### src/rtl/exc_arbiter.sv
module exc_arbiter #(
  parameter int VW = 8,
  parameter int MW = 3
) (
  input  logic          clk,
  input  logic          rst,
  input  logic          post_valid,
  input  logic [VW-1:0] post_vec,
  input  logic [MW-1:0] irq_mask,
  input  logic          take,
  input  logic          fetch_fault,
  output logic          sel_valid,
  output logic [VW-1:0] sel_vec,
  output logic          wake,
  output logic          halted
);
  localparam int NV = 1 << VW;

  logic [NV-1:0] pend, pend_nx;
  logic [2:0]    best_c;
  logic          taken;

  function automatic logic is_irq(input logic [VW-1:0] v);
    int n;
    n = int'(v);
    return (n >= 25 && n <= 31) || (n >= 57 && n <= 63);
  endfunction

  function automatic logic [2:0] cls(input logic [VW-1:0] v);
    int n;
    n = int'(v);
    if (n == 3) return 3'd0;
    if (n == 2) return 3'd1;
    if (n == 9) return 3'd2;
    if ((n >= 24 && n <= 31) || n >= 64) return 3'd3;
    if (n == 4) return 3'd4;
    if (n == 8) return 3'd5;
    return 3'd6;
  endfunction

  function automatic logic elig(input logic [VW-1:0] v, input logic [MW-1:0] m);
    return !is_irq(v) || (v[2:0] > m);
  endfunction

  always_comb begin
    best_c    = 3'd7;
    sel_vec   = '0;
    sel_valid = 1'b0;
    for (int i = NV - 1; i >= 0; i--) begin
      if (pend[i] && elig(VW'(i), irq_mask) && cls(VW'(i)) <= best_c) begin
        best_c    = cls(VW'(i));
        sel_vec   = VW'(i);
        sel_valid = 1'b1;
      end
    end
    if (pend[0]) begin
      sel_vec   = '0;
      sel_valid = 1'b1;
    end
  end

  assign taken = take && sel_valid;
  assign wake  = post_valid && (post_vec == '0 || int'(post_vec) == 9 || is_irq(post_vec));

  always_comb begin
    pend_nx = pend;
    if (taken) begin
      if (sel_vec == '0) pend_nx = '0;
      else begin
        pend_nx[sel_vec] = 1'b0;
        if (fetch_fault) begin
          if (is_irq(sel_vec)) pend_nx[24] = 1'b1;
          else if (int'(sel_vec) != 2) pend_nx[2] = 1'b1;
        end
      end
    end
    if (post_valid) pend_nx[post_vec] = 1'b1;
  end

  always_ff @(posedge clk) begin
    if (rst) begin
      pend   <= '0;
      halted <= 1'b0;
    end else begin
      pend <= pend_nx;
      if (taken && fetch_fault && int'(sel_vec) == 2) halted <= 1'b1;
    end
  end
endmodule


### config.mk
export PLATFORM = sky130hd
export DESIGN_NAME = exc_arbiter
export DESIGN_NICKNAME = d
export VERILOG_FILES = /design/src/rtl/exc_arbiter.sv
export SDC_FILE = /design/constraint.sdc
export NUM_CORES = 1
export LEC_CHECK = 0
export BUFFER_PORTS_ARGS = -buffer_cell sky130_fd_sc_hd__buf_2
export CAP_MARGIN = 20
export CORE_MARGIN = 5
export CORE_UTILIZATION = 45
export DETAILED_ROUTE_END_ITERATION = 16
export PLACE_DENSITY = 0.6
export SLEW_MARGIN = 20
export SYNTH_ARGS = -nofsm -noshare
export SYNTH_HDL_FRONTEND = slang
export SYNTH_SLANG_ARGS = --single-unit
### constraint.sdc
create_clock -name clk -period 5.58 [get_ports clk]
set_input_delay 1.116 -clock clk [delete_from_list [all_inputs] [get_ports clk]]
set_output_delay 1.116 -clock clk [all_outputs]
set_load 0.01 [all_outputs]
**Yosys cells after proc, flatten, opt, wreduce, memory -nomap -nowiden**

Cells that the tools add are included.
W data, S select, Z words.

- Bits of input ports: 16
- Register bits: 257

- Reductions and logical operators: 285
- Muxes and demuxes: 1191
- Bitwise operators: 3
- $lt $le $gt $ge: 274
- Eq/ne operators: 3

Operator list:

| kind | number |
|---|---|
| $mux W8 | 257 |
| $mux W3 | 458 |
| $mux W256 | 3 |
| $le A2 B3 Y1 const A | 200 |
| $mux W1 | 469 |
| $logic_and A1 B1 Y1 | 279 |
| $and A256 B256 Y256 | 1 |
| $not A256 Y256 | 1 |
| $or A256 B256 Y256 | 1 |
| $le A3 B3 Y1 const A | 53 |
| $lt A8 B9 Y1 const B | 2 |
| $demux W1 S8 | 2 |
| $ge A8 B1 Y1 const B | 2 |
| $ge A8 B5 Y1 const B | 2 |
| $ge A8 B6 Y1 const B | 2 |
| $le A8 B5 Y1 const B | 2 |
| $le A8 B6 Y1 const B | 2 |
| $logic_not A8 Y1 | 2 |
| $gt A3 B3 Y1 const A | 4 |
| $eq A8 B3 Y1 const B | 1 |
| $eq A8 B5 Y1 const B | 1 |
| $ne A8 B3 Y1 const B | 1 |
| $gt A2 B3 Y1 const A | 2 |
| $le A1 B3 Y1 const A | 2 |
| other kinds (3) | 7 |

**Logic depth before layout (Yosys ltp)**

- Word-level depth: 1190
- Depth in mapped cells: 16

**Worst setup path after synthesis**

No wires, ideal clock.

- Path kind: input to output
- Start: input irq_mask[2]
- End: output sel_vec[4]
- Data arrival time: 3439 ps
- Data required time: 4464 ps
- Path slack: 1025 ps
- Stages: 11
- Path through: clkbuf_1 or2_2 o22ai_1 nor3b_1 and4_1 buf_2 a21o_1 nor3_1 nand2_2 inv_2 clkbuf_1

- Word-level cells in the longest chain between the ends: 194
- Elaborated cells between the ends (all ways): 276
- Classes of those cells: order compare (70); mux (128); reduce/logical (78)

RTL lines:

| element | RTL line | RTL |
|---|---|---|
| start: declaration | 9 | `input logic [MW-1:0] irq_mask,` |
| $gt A3 B3 Y1 | - |  |
| $logic_and A1 B1 Y1 (2 in a row) | 50 | `if (pend[i] && elig(VW'(i), irq_mask) && cls(VW'(i)) <= best_c) begin` |
| $mux W3 | 50 |  |
| $le A3 B3 Y1 | 50 |  |
| $logic_and A1 B1 Y1 | 50 |  |
| $mux W3 | 50 |  |
| $le A3 B3 Y1 | 50 |  |
| $logic_and A1 B1 Y1 | 50 |  |
| (+177 left out) | - |  |
| $mux W3 | 50 |  |
| $le A3 B3 Y1 | 50 |  |
| $logic_and A1 B1 Y1 | 50 |  |
| $mux W3 | 50 |  |
| $le A3 B3 Y1 | 50 |  |
| $logic_and A1 B1 Y1 | 50 |  |
| $mux W8 (*) | 50 |  |
| $mux W8 (*) | 56 | `if (pend[0]) begin` |
| end: declaration | 13 | `output logic [VW-1:0] sel_vec,` |

Every way passes the cells marked *; elsewhere a longest branch is shown, timed or not.

==> impl_metrics.csv <==
group,metric,value,unit
cts,cts.clk_slew.worst_paths,0.06,ns
cells_and_area,fillers,3095,
floorplanning,die_area,35000,um2
cts,cts.sinks,257,
drt,wl_met3,6380,um
synth,netlist_top_cells_area,"dfxtp_1 (36%), o22ai_1 (10%), o21ai_0 (6.7%), o31ai_1 (3.7%), nand2_1 (3.5%)",
drt,wl_met2,26800,um
setup_path,start_kind,"flip-flop",
worst_hold_path,worst_hold_path.num_cells,2,
synth,synth_nets,1824,
synth,yosysWarnings,0,
drt,drtIter0Drc,2152,
synth,synthMuxAreaShare,0,
grt,grt_max_degree,121,
synth,synthFlopType,"dfxtp_1",
setup_path,crit_arrival,4.37,ns
timing,finalHoldViolations,0,
cells_and_area,layout_common_cells,"dfxtp_1 (257), o22ai_1 (230), o21ai_0 (190), nand2_1 (130), nor2_1 (123)",
run_status,status,"finished, final reports clean",
synth,seq_area_frac_synth,0.364,
timing,relSlewSlack,0.236,
synth,synth_top_area_frac,0.364,
grt,antenna_found_initial,0,
cts,cts_tree,"done",
cells_and_area,final_common_cell,"dfxtp_1",
synth,synth-xor-area-share,0,
cts,clkLatencyLatePin,0.58,ns
synth,synth_seq_cells,257,
floorplanning,die_h,187,um
drt,top_layer,"met4",
cts,ctsHtreeMaxLevel,1,
job,maxCapViolations,0,
synth,synth_compound_area_frac,0.348,
timing,slew_violations,0,
pwr,powerDensity,331,nW/um2
setup_path,rr_endpoint,"pend[91]$_SDFF_PP0_",
cells_and_area,final_cells,2212,
setup_path,slowest_stage,"a311oi_1",
setup_path,crit_chain,"or4_1 -> o211ai_1 -> a31oi_1 -> a211o_1 -> a311oi_1 -> o221ai_1 -> a2111o_1 -> a21oi_1 -> buf_2",
worst_hold_path,hp-start,"pend[25]$_SDFF_PP0_",
cells_and_area,area_growth,10.9,%
cells_and_area,fin_nets,1809,
synth,yosysUniqueCellTypes,77,
timing,worst_pin_slew,1.14,ns
setup_path,cpPeakStageDelay,0.79,ns
floorplanning,pin_count,27,
cells_and_area,fin_area,15700,um2
cts,cts-root-buf,"clkbuf_16",
synth,synth_top_family_by_area,"compound AO/OA/AOI/OAI gates",
drt,drt_first_pass_iters,6,
setup_path,r2r_start,"pend[249]$_SDFF_PP0_",
grt,grt_overflow_total,0,
floorplanning,initial_utilization,0.459,
floorplanning,core,30700,um2
synth,syn_area_per_cell,7.81,um2
timing,min_period,5.48,ns
timing,finClkSkew,0.0280,ns
synth,syn_area,14100,um2
synth,yosys.area_share.simple,0.232,
timing,rsz0062_at_grt,"no",
grt,grt_pass1_wl,91000,um
synth,synthCells,1808,
setup_path,r2r_cells,12,
drt,viasPerCell,7.15,
pwr,leakage,5.37,nW
setup_path,crit_required,4.46,ns
setup_path,path_buf_inv,1,
placed_design,portBuffers,26,
grt,grt_pass1_vias,14548,
setup_path,path_class,"reg -> out",
drt,met1_length,24900,um
cts,cts_buffers,29,
timing,setup_viol,0,
floorplanning,die_w,187,um
placed_design,dp_cells,2156,
grt,grt_usage,0.328,
setup_path,critPathMaxFanout,8,
timing,post-route-period-util,0.982,
synth,synthAdderAreaFrac,0,
worst_hold_path,min-delay-path-class,"reg -> reg",
drt,drc,0,
pwr,irDropWorstVdd,0.000254,V
drt,routed_wl,61200,um
drt,route.detailed.wl_per_inst,27.7,um
cts,clockBufferDepth,3,
synth,yosysTopAreaCell,"dfxtp_1",
synth,synth_edf_count,0,
synth,async_reset_ff_frac,0,
setup_path,regToRegSetupSlack,0.74,ns
drt,drtAntennaViolNets,0,
cells_and_area,drive_gt1_frac,0.102,
placed_design,gp_congestion,1.00,
placed_design,hpwl,40700,um
timing,fin_setup_tns,0,ns
floorplanning,row_count,64,
timing,fmax,182,MHz
setup_path,worst_setup_path_end_kind,"output port",
drt,vias,15825,
worst_hold_path,hold_path_end,"pend[25]$_SDFF_PP0_",
placed_design,place_area,14600,um2
setup_path,cpLargestDelayFamily,"compound AO/OA/AOI/OAI gates",
==> stage by stage <==
step	hold WS, ns	power [W]	utilization	setup slack (ns)
floorplan	0.467	0.00259	-	1.03
global placement	0.493	0.00313	0.475	0.524
detailed placement	0.500	0.00312	0.475	0.436
CTS	0.514	0.00513	0.508	0.130
global route	0.543	0.00529	0.509	0.00805
finish	0.513	0.00518	0.509	0.0983
==> layer usage <==
layer	vias to the layer above	GRT usage
li1	7007	-
met1	7663	0.447
met2	974	0.510
met3	181	0.0612
met4	0	0.145
met5	-	0
==> cell families after synthesis <==
kind of cell           after synthesis
DFF                                257
and+or+nand+nor                    609
AOI/OAI and AO/OA                  767
buffers and inverters              175
==> how the worst max path moves through the flow <==
stage,startpoint,slack (ns),cells past startpoint,end
after global placement,irq_mask[2],0.52,10,sel_vec[0]
after CTS,pend[79]$_SDFF_PP0_,0.13,9,sel_vec[2]
after floorplan,irq_mask[2],1.03,11,sel_vec[4]
after detailed placement,irq_mask[2],0.44,10,sel_vec[0]
final,pend[249]$_SDFF_PP0_,0.1,9,sel_vec[2]
after global routing,pend[167]$_SDFF_PP0_,0.008,11,sel_vec[1]
==> cells in the mapped netlist, types with 16 or more instances <==
library cell	count
o21ai_0	190
nor3_1	58
buf_2	16
o22ai_1	230
a31oi_1	17
nand4_1	27
nand2b_1	31
or4_1	19
inv_1	55
nand2_1	132
clkbuf_1	73
dfxtp_1	257
o31ai_1	69
a21oi_1	81
buf_4	21
nor2b_1	24
o21ai_1	35
nand3_1	45
nor2_1	123
nor4_1	70
==> final cells by class <==
class	count	area, um2	area share
sequential	257	5140	0.329
antenna	1	2.50	0.000160
clock inverter	16	193	0.0123
timing repair buffer	71	543	0.0347
clock buffer	37	806	0.0515
multi-input combinational	1376	8250	0.527
inverter	58	218	0.0139
tap	396	495	0.0317
==> state kept, by name, summed over array words and instances, names as in the netlist <==
signal  cells
halted      1
pend      256
==> where the power goes <==
group	internal [W]	total [W]	switching, W
clock	0.00120	0.00203	0.000830
sequential	0.00184	0.00185	0.0000110
combinational	0.000285	0.00130	0.00101
==> repair_timing <==
action,CTS,global route
hold buffers,0,0
gates resized for setup,0,4
buffers inserted,0,2
endpoints found under the hold margin,0,0
setup endpoints to repair,0,3
==> worst min-delay path, delay by kind of cell (launching register included) <==
family,cells,cell delay [ns]
AOI/OAI and AO/OA,2,0.13
DFF,1,0.32
Power figures use the tool's default switching activity.
